--- config.mk ---
export PLATFORM = sky130hd
export DESIGN_NAME = result_dispatch
export DESIGN_NICKNAME = d
export VERILOG_FILES = /design/src/rtl/rd_pkg.sv /design/src/rtl/rd_decode.sv /design/src/rtl/rd_param_port.sv /design/src/rtl/rd_method_reg.sv /design/src/rtl/result_dispatch.sv
export SDC_FILE = /design/constraint.sdc
export NUM_CORES = 1
export LEC_CHECK = 0
export ABC_AREA = 1
export ABC_CLOCK_PERIOD_IN_PS = 5750
export CORE_MARGIN = 5
export CORE_UTILIZATION = 39
export DETAILED_ROUTE_END_ITERATION = 12
export PLACE_DENSITY = 0.95
export SKIP_LAST_GASP = 1
export SYNTH_ARGS = -nofsm -noshare
export SYNTH_HDL_FRONTEND = slang
export SYNTH_SLANG_ARGS = --single-unit
export TNS_END_PERCENT = 30
--- constraint.sdc ---
create_clock -name clk -period 5.75 [get_ports clk]
set_input_delay 1.725 -clock clk [delete_from_list [all_inputs] [get_ports clk]]
set_output_delay 1.725 -clock clk [all_outputs]
set_load 0.005 [all_outputs]
--- src/rtl/rd_pkg.sv ---
`timescale 1ns/1ps
package rd_pkg;
    localparam int DATA_W  = 32;
    localparam int REG_N   = 8;
    localparam int MADDR_W = 12;
    localparam int MINC_W  = 6;
    localparam int MAR_W   = MADDR_W + MINC_W;

    typedef enum logic [2:0] {
        OP_FETCH_DROP   = 3'd0,
        OP_MOVE         = 3'd1,
        OP_MOVE_LOAD    = 3'd2,
        OP_FETCH_SEND   = 3'd3,
        OP_MOVE_SEND    = 3'd4,
        OP_FETCH_LOAD   = 3'd5,
        OP_LOAD_PSEND   = 3'd6,
        OP_LOAD_SLICE   = 3'd7
    } rd_op_e;

    typedef enum logic [1:0] {
        SD_RESULT = 2'd0,
        SD_PARAM  = 2'd1,
        SD_SLICE  = 2'd2
    } rd_sdsel_e;

    typedef struct packed {
        logic      fetch;
        logic      reg_param;
        logic      load;
        logic      send;
        rd_sdsel_e sdsel;
    } rd_ctl_t;

    function automatic rd_ctl_t rd_decode_fn(rd_op_e op);
        rd_ctl_t c;
        c = '{fetch: 1'b0, reg_param: 1'b0, load: 1'b0, send: 1'b0, sdsel: SD_RESULT};
        case (op)
            OP_FETCH_DROP: begin c.fetch = 1'b1; c.reg_param = 1'b1; end
            OP_MOVE:       ;
            OP_MOVE_LOAD:  c.load = 1'b1;
            OP_FETCH_SEND: begin c.fetch = 1'b1; c.reg_param = 1'b1; c.send = 1'b1; end
            OP_MOVE_SEND:  c.send = 1'b1;
            OP_FETCH_LOAD: begin c.fetch = 1'b1; c.reg_param = 1'b1; c.load = 1'b1; end
            OP_LOAD_PSEND: begin c.fetch = 1'b1; c.load = 1'b1; c.send = 1'b1; c.sdsel = SD_PARAM; end
            OP_LOAD_SLICE: begin c.load = 1'b1; c.send = 1'b1; c.sdsel = SD_SLICE; end
            default:       ;
        endcase
        return c;
    endfunction
endpackage

--- src/rtl/rd_decode.sv ---
`timescale 1ns/1ps
module rd_decode
    import rd_pkg::*;
(
    input  rd_op_e  op,
    output rd_ctl_t ctl
);
    always_comb ctl = rd_decode_fn(op);
endmodule

--- src/rtl/rd_param_port.sv ---
`timescale 1ns/1ps
module rd_param_port #(
    parameter int DW = 32
) (
    input  logic          clk,
    input  logic          rst,
    input  logic          want,
    input  logic          prm_empty,
    input  logic [DW-1:0] prm_data,
    output logic          prm_pop,
    output logic [DW-1:0] fetched,
    output logic          err
);
    logic err_q;

    assign prm_pop = want && !prm_empty;
    assign fetched = prm_empty ? '0 : prm_data;
    assign err     = err_q;

    always_ff @(posedge clk) begin
        if (rst)                     err_q <= 1'b0;
        else if (want && prm_empty)  err_q <= 1'b1;
    end


    pop_nonempty_chk: assert property (@(posedge clk) disable iff (rst)
        prm_pop |-> !prm_empty);

    err_sticky_chk: assert property (@(posedge clk) disable iff (rst)
        err_q |=> err_q);
endmodule

--- src/rtl/rd_method_reg.sv ---
`timescale 1ns/1ps
module rd_method_reg #(
    parameter int AW = 12,
    parameter int IW = 6
) (
    input  logic           clk,
    input  logic           rst,
    input  logic           commit,
    input  logic           load,
    input  logic           send,
    input  logic [AW+IW-1:0] load_val,
    output logic [AW-1:0]  send_addr
);
    logic [AW-1:0] addr_q, base_addr, next_addr;
    logic [IW-1:0] inc_q, base_inc;

    always_comb begin
        base_addr = load ? load_val[AW-1:0] : addr_q;
        base_inc  = load ? load_val[AW +: IW] : inc_q;
        next_addr = send ? base_addr + AW'(base_inc) : base_addr;
    end

    assign send_addr = base_addr;

    always_ff @(posedge clk) begin
        if (rst) begin
            addr_q <= '0;
            inc_q  <= '0;
        end else if (commit) begin
            addr_q <= next_addr;
            inc_q  <= base_inc;
        end
    end


    addr_step_chk: assert property (@(posedge clk) disable iff (rst)
        commit && send && !load |=> addr_q == AW'($past(addr_q) + AW'($past(inc_q))));

    inc_hold_chk: assert property (@(posedge clk) disable iff (rst)
        commit && !load |=> inc_q == $past(inc_q));

    idle_hold_chk: assert property (@(posedge clk) disable iff (rst)
        !commit |=> $stable(addr_q) && $stable(inc_q));
endmodule

--- src/rtl/result_dispatch.sv ---
`timescale 1ns/1ps
module result_dispatch
    import rd_pkg::*;
#(
    parameter int DW   = DATA_W,
    parameter int NREG = REG_N,
    parameter int AW   = MADDR_W,
    parameter int IW   = MINC_W,
    localparam int RA_W = $clog2(NREG)
) (
    input  logic            clk,
    input  logic            rst,
    input  logic            cmd_valid,
    output logic            cmd_ready,
    input  logic [2:0]      cmd_op,
    input  logic [RA_W-1:0] cmd_dst,
    input  logic [DW-1:0]   cmd_result,
    input  logic            prm_empty,
    input  logic [DW-1:0]   prm_data,
    output logic            prm_pop,
    output logic            rf_we,
    output logic [RA_W-1:0] rf_waddr,
    output logic [DW-1:0]   rf_wdata,
    output logic            mw_valid,
    input  logic            mw_ready,
    output logic [AW-1:0]   mw_addr,
    output logic [DW-1:0]   mw_data,
    output logic            err_underflow
);
    rd_ctl_t        ctl;
    logic           fire;
    logic [DW-1:0]  fetched;
    logic [DW-1:0]  slice_val;

    rd_decode u_dec (
        .op  (rd_op_e'(cmd_op)),
        .ctl (ctl)
    );

    assign cmd_ready = !ctl.send || mw_ready;
    assign fire      = cmd_valid && cmd_ready;

    rd_param_port #(.DW(DW)) u_prm (
        .clk       (clk),
        .rst       (rst),
        .want      (fire && ctl.fetch),
        .prm_empty (prm_empty),
        .prm_data  (prm_data),
        .prm_pop   (prm_pop),
        .fetched   (fetched),
        .err       (err_underflow)
    );

    rd_method_reg #(.AW(AW), .IW(IW)) u_mar (
        .clk       (clk),
        .rst       (rst),
        .commit    (fire),
        .load      (ctl.load),
        .send      (ctl.send),
        .load_val  (cmd_result[AW+IW-1:0]),
        .send_addr (mw_addr)
    );

    assign slice_val = {{(DW-IW){1'b0}}, cmd_result[AW +: IW]};

    always_comb begin
        case (ctl.sdsel)
            SD_PARAM: mw_data = fetched;
            SD_SLICE: mw_data = slice_val;
            default:  mw_data = cmd_result;
        endcase
    end

    assign mw_valid = cmd_valid && ctl.send;
    assign rf_we    = fire && (cmd_dst != '0);
    assign rf_waddr = cmd_dst;
    assign rf_wdata = ctl.reg_param ? fetched : cmd_result;


    no_r0_write_chk: assert property (@(posedge clk) disable iff (rst)
        rf_we |-> rf_waddr != '0);

    stall_quiet_chk: assert property (@(posedge clk) disable iff (rst)
        mw_valid && !mw_ready |-> !cmd_ready && !rf_we && !prm_pop);

    idle_quiet_chk: assert property (@(posedge clk) disable iff (rst)
        !cmd_valid |-> !rf_we && !prm_pop && !mw_valid);

    slice_width_chk: assert property (@(posedge clk) disable iff (rst)
        mw_valid && cmd_op == 3'd7 |-> mw_data[DW-1:IW] == '0);
endmodule

# ---- After elaboration in Yosys (flattened, before gate mapping)
# Index checks and enable logic that the tools add are counted.
dict set report classes {
  add_sub_neg 1
  n_mux 11
  n_eq_ne 8
  n_reduce_logical 15
}
# operator count
set ops {}
lappend ops {{two-way mux 32 bit} 2}
lappend ops {{one-hot mux 32 bit (2 select lines)} 1}
lappend ops {{two-way mux 12 bit} 2}
lappend ops {{adder 12 x 6 -> 12 bit} 1}
lappend ops {{equality test 3 bit (second input constant)} 4}
lappend ops {{OR reduction 4 bit} 3}
lappend ops {{equality test 3 x 2 -> 1 bit (second input constant)} 2}
lappend ops {{logical AND 1 bit} 6}
lappend ops {{two-way mux 6 bit} 1}
lappend ops {{two-way mux 1 bit} 4}
lappend ops {{one-hot mux 2 bit (2 select lines)} 1}
lappend ops {{zero test 3 bit} 1}
lappend ops {{nonzero test 3 bit} 1}
lappend ops {{OR reduction 3 bit} 1}
lappend ops {{equality test 2 x 1 -> 1 bit (second input constant)} 1}
lappend ops {{equality test 2 bit (second input constant)} 1}
lappend ops {{zero test 1 bit} 2}
lappend ops {{logical OR 1 bit} 1}
dict set report word_totals {
  output_inout_bits 84
  regBits 19
  word_cells 38
  in_bits 75
}

# ---- Longest topological paths before layout
# Gate-level depths: netlist of the first run.
dict set report logic_depth {
  depth_word 8
  depth_mapped 21
  ltp_nobuf 19
}

# ---- Modules after synthesis
# Synthesis of the first run repeated with hierarchy kept, for this count alone.
dict set report unflattened {
  hier_cells 524
  area_unflattened_um2 2889.0
}
# mod seq_area_each_um2 area_per_inst_um2 cells_each n_inst
set modules_own_cells {}
lappend modules_own_cells {rd_method_reg 360.3 1412.6 224 1}
lappend modules_own_cells {result_dispatch 0.0 1073.5 210 1}
lappend modules_own_cells {rd_param_port 20.0 330.3 74 1}
lappend modules_own_cells {rd_decode 0.0 72.6 16 1}

# ---- Worst setup path after synthesis of the first run
# No wires, ideal clock.
dict set report synth_timing {
  kind {input port to output port}
  from {in cmd_op[0]}
  to {out mw_data[27]}
  path_stages 10
  n_path_buf 2
  required_time_ns 4.025
  arrival_ns 3.314
  path_slack_ns 0.711
  cell_sequence {inv_2 > nand2_4 > nor2_1 > inv_1 > ha_1 > clkbuf_1 > inv_1 > nand2_1 > clkbuf_1 > o21ai_0}
}
dict set report synth_via {
  elab_chain_len 4
  elab_cells_between_ends 6
  cone_classes {4 x eq/ne; 2 x mux}
}
# item line_no
set synth_rtl {}
lappend synth_rtl {{from (decl)} result_dispatch.sv:15} ;# input logic [2:0] cmd_op,
lappend synth_rtl {{equality test 3 bit} rd_pkg.sv:37} ;# case (op)
lappend synth_rtl {{one-hot mux 2 bit (2 select lines) (*)} rd_pkg.sv:37}
lappend synth_rtl {{equality test 2 bit or equality test 2 x 1 -> 1 bit (tied branches)} result_dispatch.sv:67} ;# case (ctl.sdsel)
lappend synth_rtl {{one-hot mux 32 bit (2 select lines) (*)} result_dispatch.sv:67}
lappend synth_rtl {{to (decl)} result_dispatch.sv:27} ;# output logic [DW-1:0] mw_data,
# Every way passes the cells marked *; elsewhere a longest branch is shown, timed or not.

# ---- Final worst setup path of the first run
dict set report layout_timing {
  from {in cmd_op[0]}
  to {out mw_data[19]}
}
# The elaborated chain is that of the path after synthesis.

==> summary.md, run 1 <==
| Metric | Value |
|---|---|
| Die area | about 7700 um2 |
| Drt wl/cell | about 15 um |
| Layout cells sized above 1 | 6.071% |
| Most frequent cells in the layout | clkdlybuf4s50_1 (154), nand2_1 (146), o21ai_0 (70) |
| Number of detailed-route iterations in the first pass | 5 |
| Number of global-route vias before repair | ~3,400 |
| Largest net degree at the start of global routing | 54 |
| RePlAce Congestion | 0.9204 |
| Synth Area per Inst | around 5.3 um2 |
| PortBufs | approximately 160 |
| CTS tree | done |
| GRT Total Usage | 25.06% |
| Die height | 87.77 um |
| Diode count | 0 |
| Design Area, Final | 4110 um2 |
| Final hold violations | 0 |
| Critical path arrival | 4.00 ns |
| Sequential share of the synthesized area | 16.13% |
| Area growth syn-to-layout | 74.27% |
| Slew Limit Fails | 0 |
| Detailed Route Iter0 Violations | 290 |
| Worst Path Max Fanout | 26 |
| First-pass GRT wire length | 15,600 um |
| Reg clk slew, reported paths | roughly 0.080 ns |
| Die span in x | a little under 90 um |
| Worst flop-to-flop path startpoint | u_mar.addr_q[0] |
| Num CTS Buffers | 3 |
| Power share of the combinational group | between 60% and 70% |
| Final Non-Filler Cells | roughly 670 |
| FP Rows | 28 |
| Post-DP HPWL | about 8000 um |
| Max_cap viols | 0 |
| Critical Path Start | cmd_op[0] |
| Initial Util | 40.07% |
| Clk pwr share | between 15 and 20% |
| Hold path startpoint | u_mar.inc_q[0] |
| Final wirelength | roughly 10000 um |
| Yosys cell types | 31 |
| Syn Inst Count | roughly 440 |
| WP data required | between 4 and 5 ns |
| Initial antenna violation count | 0 |
| Switching Fraction | about 37% |
| Commonest non-fill, non-tap cell in the layout | clkdlybuf4s50_1 |
| Post-synthesis cell area | roughly 2400 um2 |
| # placed instances | between 600 and 700 |
| Seq cells post-synth | 19 |
| Core area | 5886 um2 |
| Final setup TNS | 0 ns |
| Pint | just under 400 uW |
| DRC viols | 0 |
| Worst R2R Setup Slack | around 3.7 ns |
| Syn Nets | 524 |
| Pleak | approximately 1.9 nW |
| Area after DPL | roughly 4000 um2 |
| Final setup fails | 0 |
| Sequential Area | approximately 380 um2 |
| Fin Hold WS | between 0.4 and 0.5 ns |
| Power Dens Cells | approximately 150 nW/um2 |
| Remaining antenna violation count | 0 |
| RSZ-0062 raised after global routing | yes |
| Max Root-Sink Buffers | 2 |
| Seq pwr share | between 20% and 30% |
| Sink Count | 19 |
| Worst skew pair latency | 0.26 ns |
| Final Cycle Share | around 100% |
| Slew headroom | 60.40% |
| Gr ovfl total | 0 |
| Multi-input gate area | 1648 um2 |
| Fill cell count | 475 |
| Ports | 159 |
| YS warnings | 0 |
| Total power | slightly above 600 uW |
| CP endpoint kind | primary output |
| Crit Path Class | in -> out |
| Worst Hold Class | reg -> reg |
| Root Buffer | clkbuf_8 |
| Via Count | approximately 3,500 |
| Min Clock Period, post-route | 5.728 ns |
| Sw power | 230.8 uW |
| Startpoint types | primary input |
| Via count normalized by instance count | ~5.3 |
| Maximum VDD drop | 0.09343 mV |
| Max Clk Rate | approximately 170 MHz |
| Status | finished clean |
| Clock Skews | 0.004608 ns |
| Post-layout net count | a little under 700 |
| CTS HTree Levels | 1 |
| Worst-margin pin slew | 0.5934 ns |
-- sequential cells by signal, summed over array words and instances (netlist names) --
register and count:
u_mar.addr_q 12, u_mar.inc_q 6, u_prm.err 1
-- area by class of cell --
class / instances / area share, %
Clock buffer: 4 / 1.096
Inverter: 58 / 5.297
Sequential cell: 19 / 9.254
Timing Repair Buffer: 173 / 41.98
Multi-Input combinational cell: 339 / 40.09
Tap cell: 75 / 2.283
-- power by group through the flow --
stage / logic [mW] / registers [mW] / clock network [mW]
6_report: 0.378 / 0.149 / 0.0961
3_5_place_dp: 0.374 / 0.151 / 0
5_1_grt: 0.413 / 0.150 / 0.104
3_3_place_gp: 0.364 / 0.150 / 0
2_1_floorplan: 0.167 / 0.150 / 0
4_1_cts: 0.377 / 0.148 / 0.0964
-- critical path: stages --
cell and delay, ns:
clkdlybuf4s50_1 0.47, inv_2 0.10, nand2_4 0.05, nor2_2 0.11, inv_1 0.07, ha_1 0.32
inv_2 0.10, nand2_1 0.12, buf_12 0.18, o21ai_0 0.19, clkdlybuf4s50_1 0.56
-- layer usage --
metal | part of all wire [%] | GRT usage, % | wire length [um]
met2 | 49 | 45.75 | 4896
met4 | 3.2 | 10.04 | 316
met3 | 9.6 | 5.644 | 959
met5 | 0 | 0 | 0
met1 | 38 | 27.91 | 3807
-- repair_timing --
action / in CTS / in global routing
setup endpoints to repair: 2 / 32
cloned: 0 / 0
gates resized for setup: 1 / 10
setup buffers: 0 / 1
hold buffers: 0 / 0
pin swaps: 0 / 0
-- per-stage QoR --
stage          worst slack (ns)  util [%]
2_1_floorplan            0.7110         -
3_5_place_dp          -0.008877     68.75
5_1_grt                -0.06745     69.83
3_3_place_gp            0.02923     68.75
4_1_cts               0.0008296     69.49
6_report                0.02199     69.83
-- logic make-up (layout without fill, tap and decap cells) --
| logic type | Yosys count | after routing | synth area share (%) |
|---|---|---|---|
| AOI/OAI and AO/OA | 123 | 123 | 27.96 |
| xor gates and xnor gates | 3 | 3 | 1.114 |
| adders and majority gates | 8 | 8 | 4.562 |
| buffers and inverters | 83 | 235 | 14.22 |
| DFF | 19 | 19 | 16.13 |
| and+or+nand+nor | 205 | 205 | 36.02 |
-- final timing paths --
path              depth (start not counted)              end
hold / removal                            2   u_mar.inc_q[0]
setup reg to reg                         13  u_mar.addr_q[6]
hold reg to reg                           2   u_mar.inc_q[0]
setup / recovery                         11      mw_data[19]
-- Yosys cell counts, drive strengths merged --
cell	number	share of area, %
a211oi	1	0.32
a21oi	27	5.7
a31oi	3	0.80
and2	1	0.27
buf	8	2.3
clkbuf	17	2.7
clkinv	2	0.32
dfxtp	19	16
fa	1	0.85
ha	7	3.7
inv	56	8.9
nand2	152	25
nand3	19	4.0
nand3b	2	0.64
nor2	25	4.1
nor3	3	1.1
o21a	2	0.64
o21ai	76	16
o221ai	6	2.2
o22ai	8	2.1
or2	3	0.80
xor2	3	1.1
Note: power is estimated with default switching activity, not from simulation.
==> run 2, diff against run 1 <==
--- a/config.mk
+++ b/config.mk
@@ -10,6 +10,7 @@
 export CORE_MARGIN = 5
 export CORE_UTILIZATION = 39
 export DETAILED_ROUTE_END_ITERATION = 12
+export GPL_ROUTABILITY_DRIVEN = 0
 export PLACE_DENSITY = 0.95
 export SKIP_LAST_GASP = 1
 export SYNTH_ARGS = -nofsm -noshare
==> run 2 against run 1 <==
Net effect:
- total power is 0.13% higher
- sequential power about the same
- first-iteration DRC count decreased by 17%
- worst setup slack better by 0.31 ns
- sequential cell count unchanged
- count of clock-buffer cells in the layout decreased by 1
- design area increased by 0.34%
- routed wire length shrank 0.49%
==> summary.md, run 2 (same netlist as run 1, synthesis figures left out) <==
| Metric | Value |
|---|---|
| RSZ-0062 raised after global routing | no (was yes) |
| Sink Count | 19 (unchanged) |
| GRT Total Usage | 23.94% (was 25.06%) |
| Via Count | 3,573 (was 3,538) |
| Area growth syn-to-layout | 74.85% (was 74.27%) |
| First-pass GRT wire length | 14,980 um (was 15,600 um) |
| PnR worst setup slack | 0.3275 ns (was 0.02199 ns) |
| Via count normalized by instance count | 5.349 (was 5.296) |
| Remaining antenna violation count | 0 (unchanged) |
| Max_cap viols | 0 (unchanged) |
| Startpoint types | primary input (unchanged) |
| WP data required | 4.03 ns (about the same) |
| Ports | 159 (unchanged) |
| Max Root-Sink Buffers | 2 (unchanged) |
| Final setup fails | 0 (unchanged) |
| Max reg flops | 12 (unchanged) |
| Layout cells sized above 1 | 6.408% (was 6.071%) |
| Worst flop-to-flop path startpoint | u_mar.addr_q[0] (unchanged) |
| Worst Path Max Fanout | 26 (unchanged) |
| Die height | 87.77 um (unchanged) |
| Detailed Route Iter0 Violations | 241 (was 290) |
| Number of global-route vias before repair | 3,305 (was 3,357) |
| Power Dens Cells | 151.3 nW/um2 (was 151.6 nW/um2) |
| Clock Skews | 0.003887 ns (was 0.004608 ns) |
| Core Util, Final | 70.07% (was 69.83%) |
| Slew Limit Fails | 0 (unchanged) |
| Most frequent cells in the layout | clkdlybuf4s50_1 (153), nand2_1 (146), o21ai_0 (67) (was clkdlybuf4s50_1 (154), nand2_1 (146), o21ai_0 (70)) |
| Number of detailed-route iterations in the first pass | 5 (unchanged) |
| Gr ovfl total | 0 (unchanged) |
| Drt wl/cell | 14.87 um (was 14.94 um) |
| Post-layout net count | 677 (unchanged) |
| Final hold violations | 0 (unchanged) |
| Crit Path Class | in -> out (unchanged) |
| Initial Util | 40.07% (unchanged) |
| Slew headroom | 60.93% (was 60.40%) |
| Status | finished clean (unchanged) |
| Final Cycle Share | 94.30% (was 99.62%) |
| Setup repair bufs after CTS | 0 (unchanged) |
| CTS tree | done (unchanged) |
| Num CTS Buffers | 3 (unchanged) |
| Root Buffer | clkbuf_8 (unchanged) |
| Hold path startpoint | u_mar.inc_q[2] (was u_mar.inc_q[0]) |
| Max Clk Rate | 184.4 MHz (was 174.6 MHz) |
| Die span in x | 87.77 um (unchanged) |
| CTS HTree Levels | 1 (unchanged) |
| Worst-margin pin slew | 0.5855 ns (was 0.5934 ns) |
| Diode count | 0 (unchanged) |
| CP endpoint kind | primary output (unchanged) |
| Post-DP HPWL | 7937 um (was 7871 um) |
| Biggest register | u_mar.addr_q (unchanged) |
| Worst skew pair latency | 0.26 ns (about the same) |
| Initial antenna violation count | 0 (unchanged) |
| Commonest non-fill, non-tap cell in the layout | clkdlybuf4s50_1 (unchanged) |
| Final wirelength | 9930 um (was 9979 um) |
| Critical path arrival | 3.70 ns (was 4.00 ns) |
| Critical Path Start | cmd_op[0] (unchanged) |
| Total power | 623.8 uW (was 623.0 uW) |
| Largest net degree at the start of global routing | 47 (was 54) |
| DRC viols | 0 (unchanged) |
| Pleak | 1.911 nW (was 1.893 nW) |
| FP Rows | 28 (unchanged) |
| Maximum VDD drop | 0.1069 mV (was 0.09343 mV) |
| Die area | 7703 um2 (unchanged) |
| Worst Hold Class | reg -> reg (unchanged) |
| Core area | 5886 um2 (unchanged) |
| PortBufs | 158 (unchanged) |
| Reg clk slew, reported paths | 0.08 ns (about the same) |
| Pre-CTS WS | -0.04237 ns (was -0.008877 ns) |
| Min Clock Period, post-route | 5.423 ns (was 5.728 ns) |
## run 2: critical path, cell delays in order
cell,delay [ns]
dlymetal6s2s_1,0.17
inv_2,0.09
nand2_4,0.04
nor2_1,0.12
inv_1,0.08
ha_1,0.33
inv_2,0.10
nand2_1,0.12
buf_12,0.19
o21ai_0,0.18
clkdlybuf4s50_1,0.54
## run 2: repair_timing
item,CTS,global route
setup endpoints to repair,9,32
gates resized for setup,2,14
hold buffers,0,0
## run 2: path summary, 6_finish.rpt
path,cells after the start,slack [ns],to
setup / recovery,11,0.33,mw_data[18]
hold / removal,2,0.45,u_mar.inc_q[2]
setup reg to reg,13,3.70,u_mar.addr_q[6]
hold reg to reg,2,0.45,u_mar.inc_q[2]
## run 2: where the power goes
group,switching (mW),internal [mW],total (mW),leakage [nW]
combinational,0.178,0.201,0.379,1.73
clock,0.0481,0.0482,0.0964,0.0255
sequential,0.00496,0.143,0.148,0.157
## run 2: stage by stage
stage | area, um2 | std cells | setup TNS, ns | hold slack (ns)
4_1_cts | 4100 | 668 | -0.1097 | 0.4561
6_report | 4124 | 668 | 0 | 0.4507
3_3_place_gp | 4054 | 664 | 0 | 0.4347
2_1_floorplan | 2359 | 441 | 0 | 0.4246
5_1_grt | 4124 | 668 | 0 | 0.4740
3_5_place_dp | 4054 | 664 | -0.1316 | 0.4436
## run 2: per-layer routing
metal  track usage [%]  vias to the layer above  wire, um
met1             25.88                     1609      3670
met5                 0                        -         0
met3             6.585                       23      1056
met2             44.73                      203      4908
met4             7.671                        0       295
li1                  -                     1738         -
## run 2: cell type report
type,count,area [um2]
clock buffers,3,41.29
clock inverters,1,5.005
fillers,477,1762
inverters,58,217.7
multi-input cells,339,1654
flip-flops and latches,19,380.4
well taps,75,93.84
repair buffers,173,1732
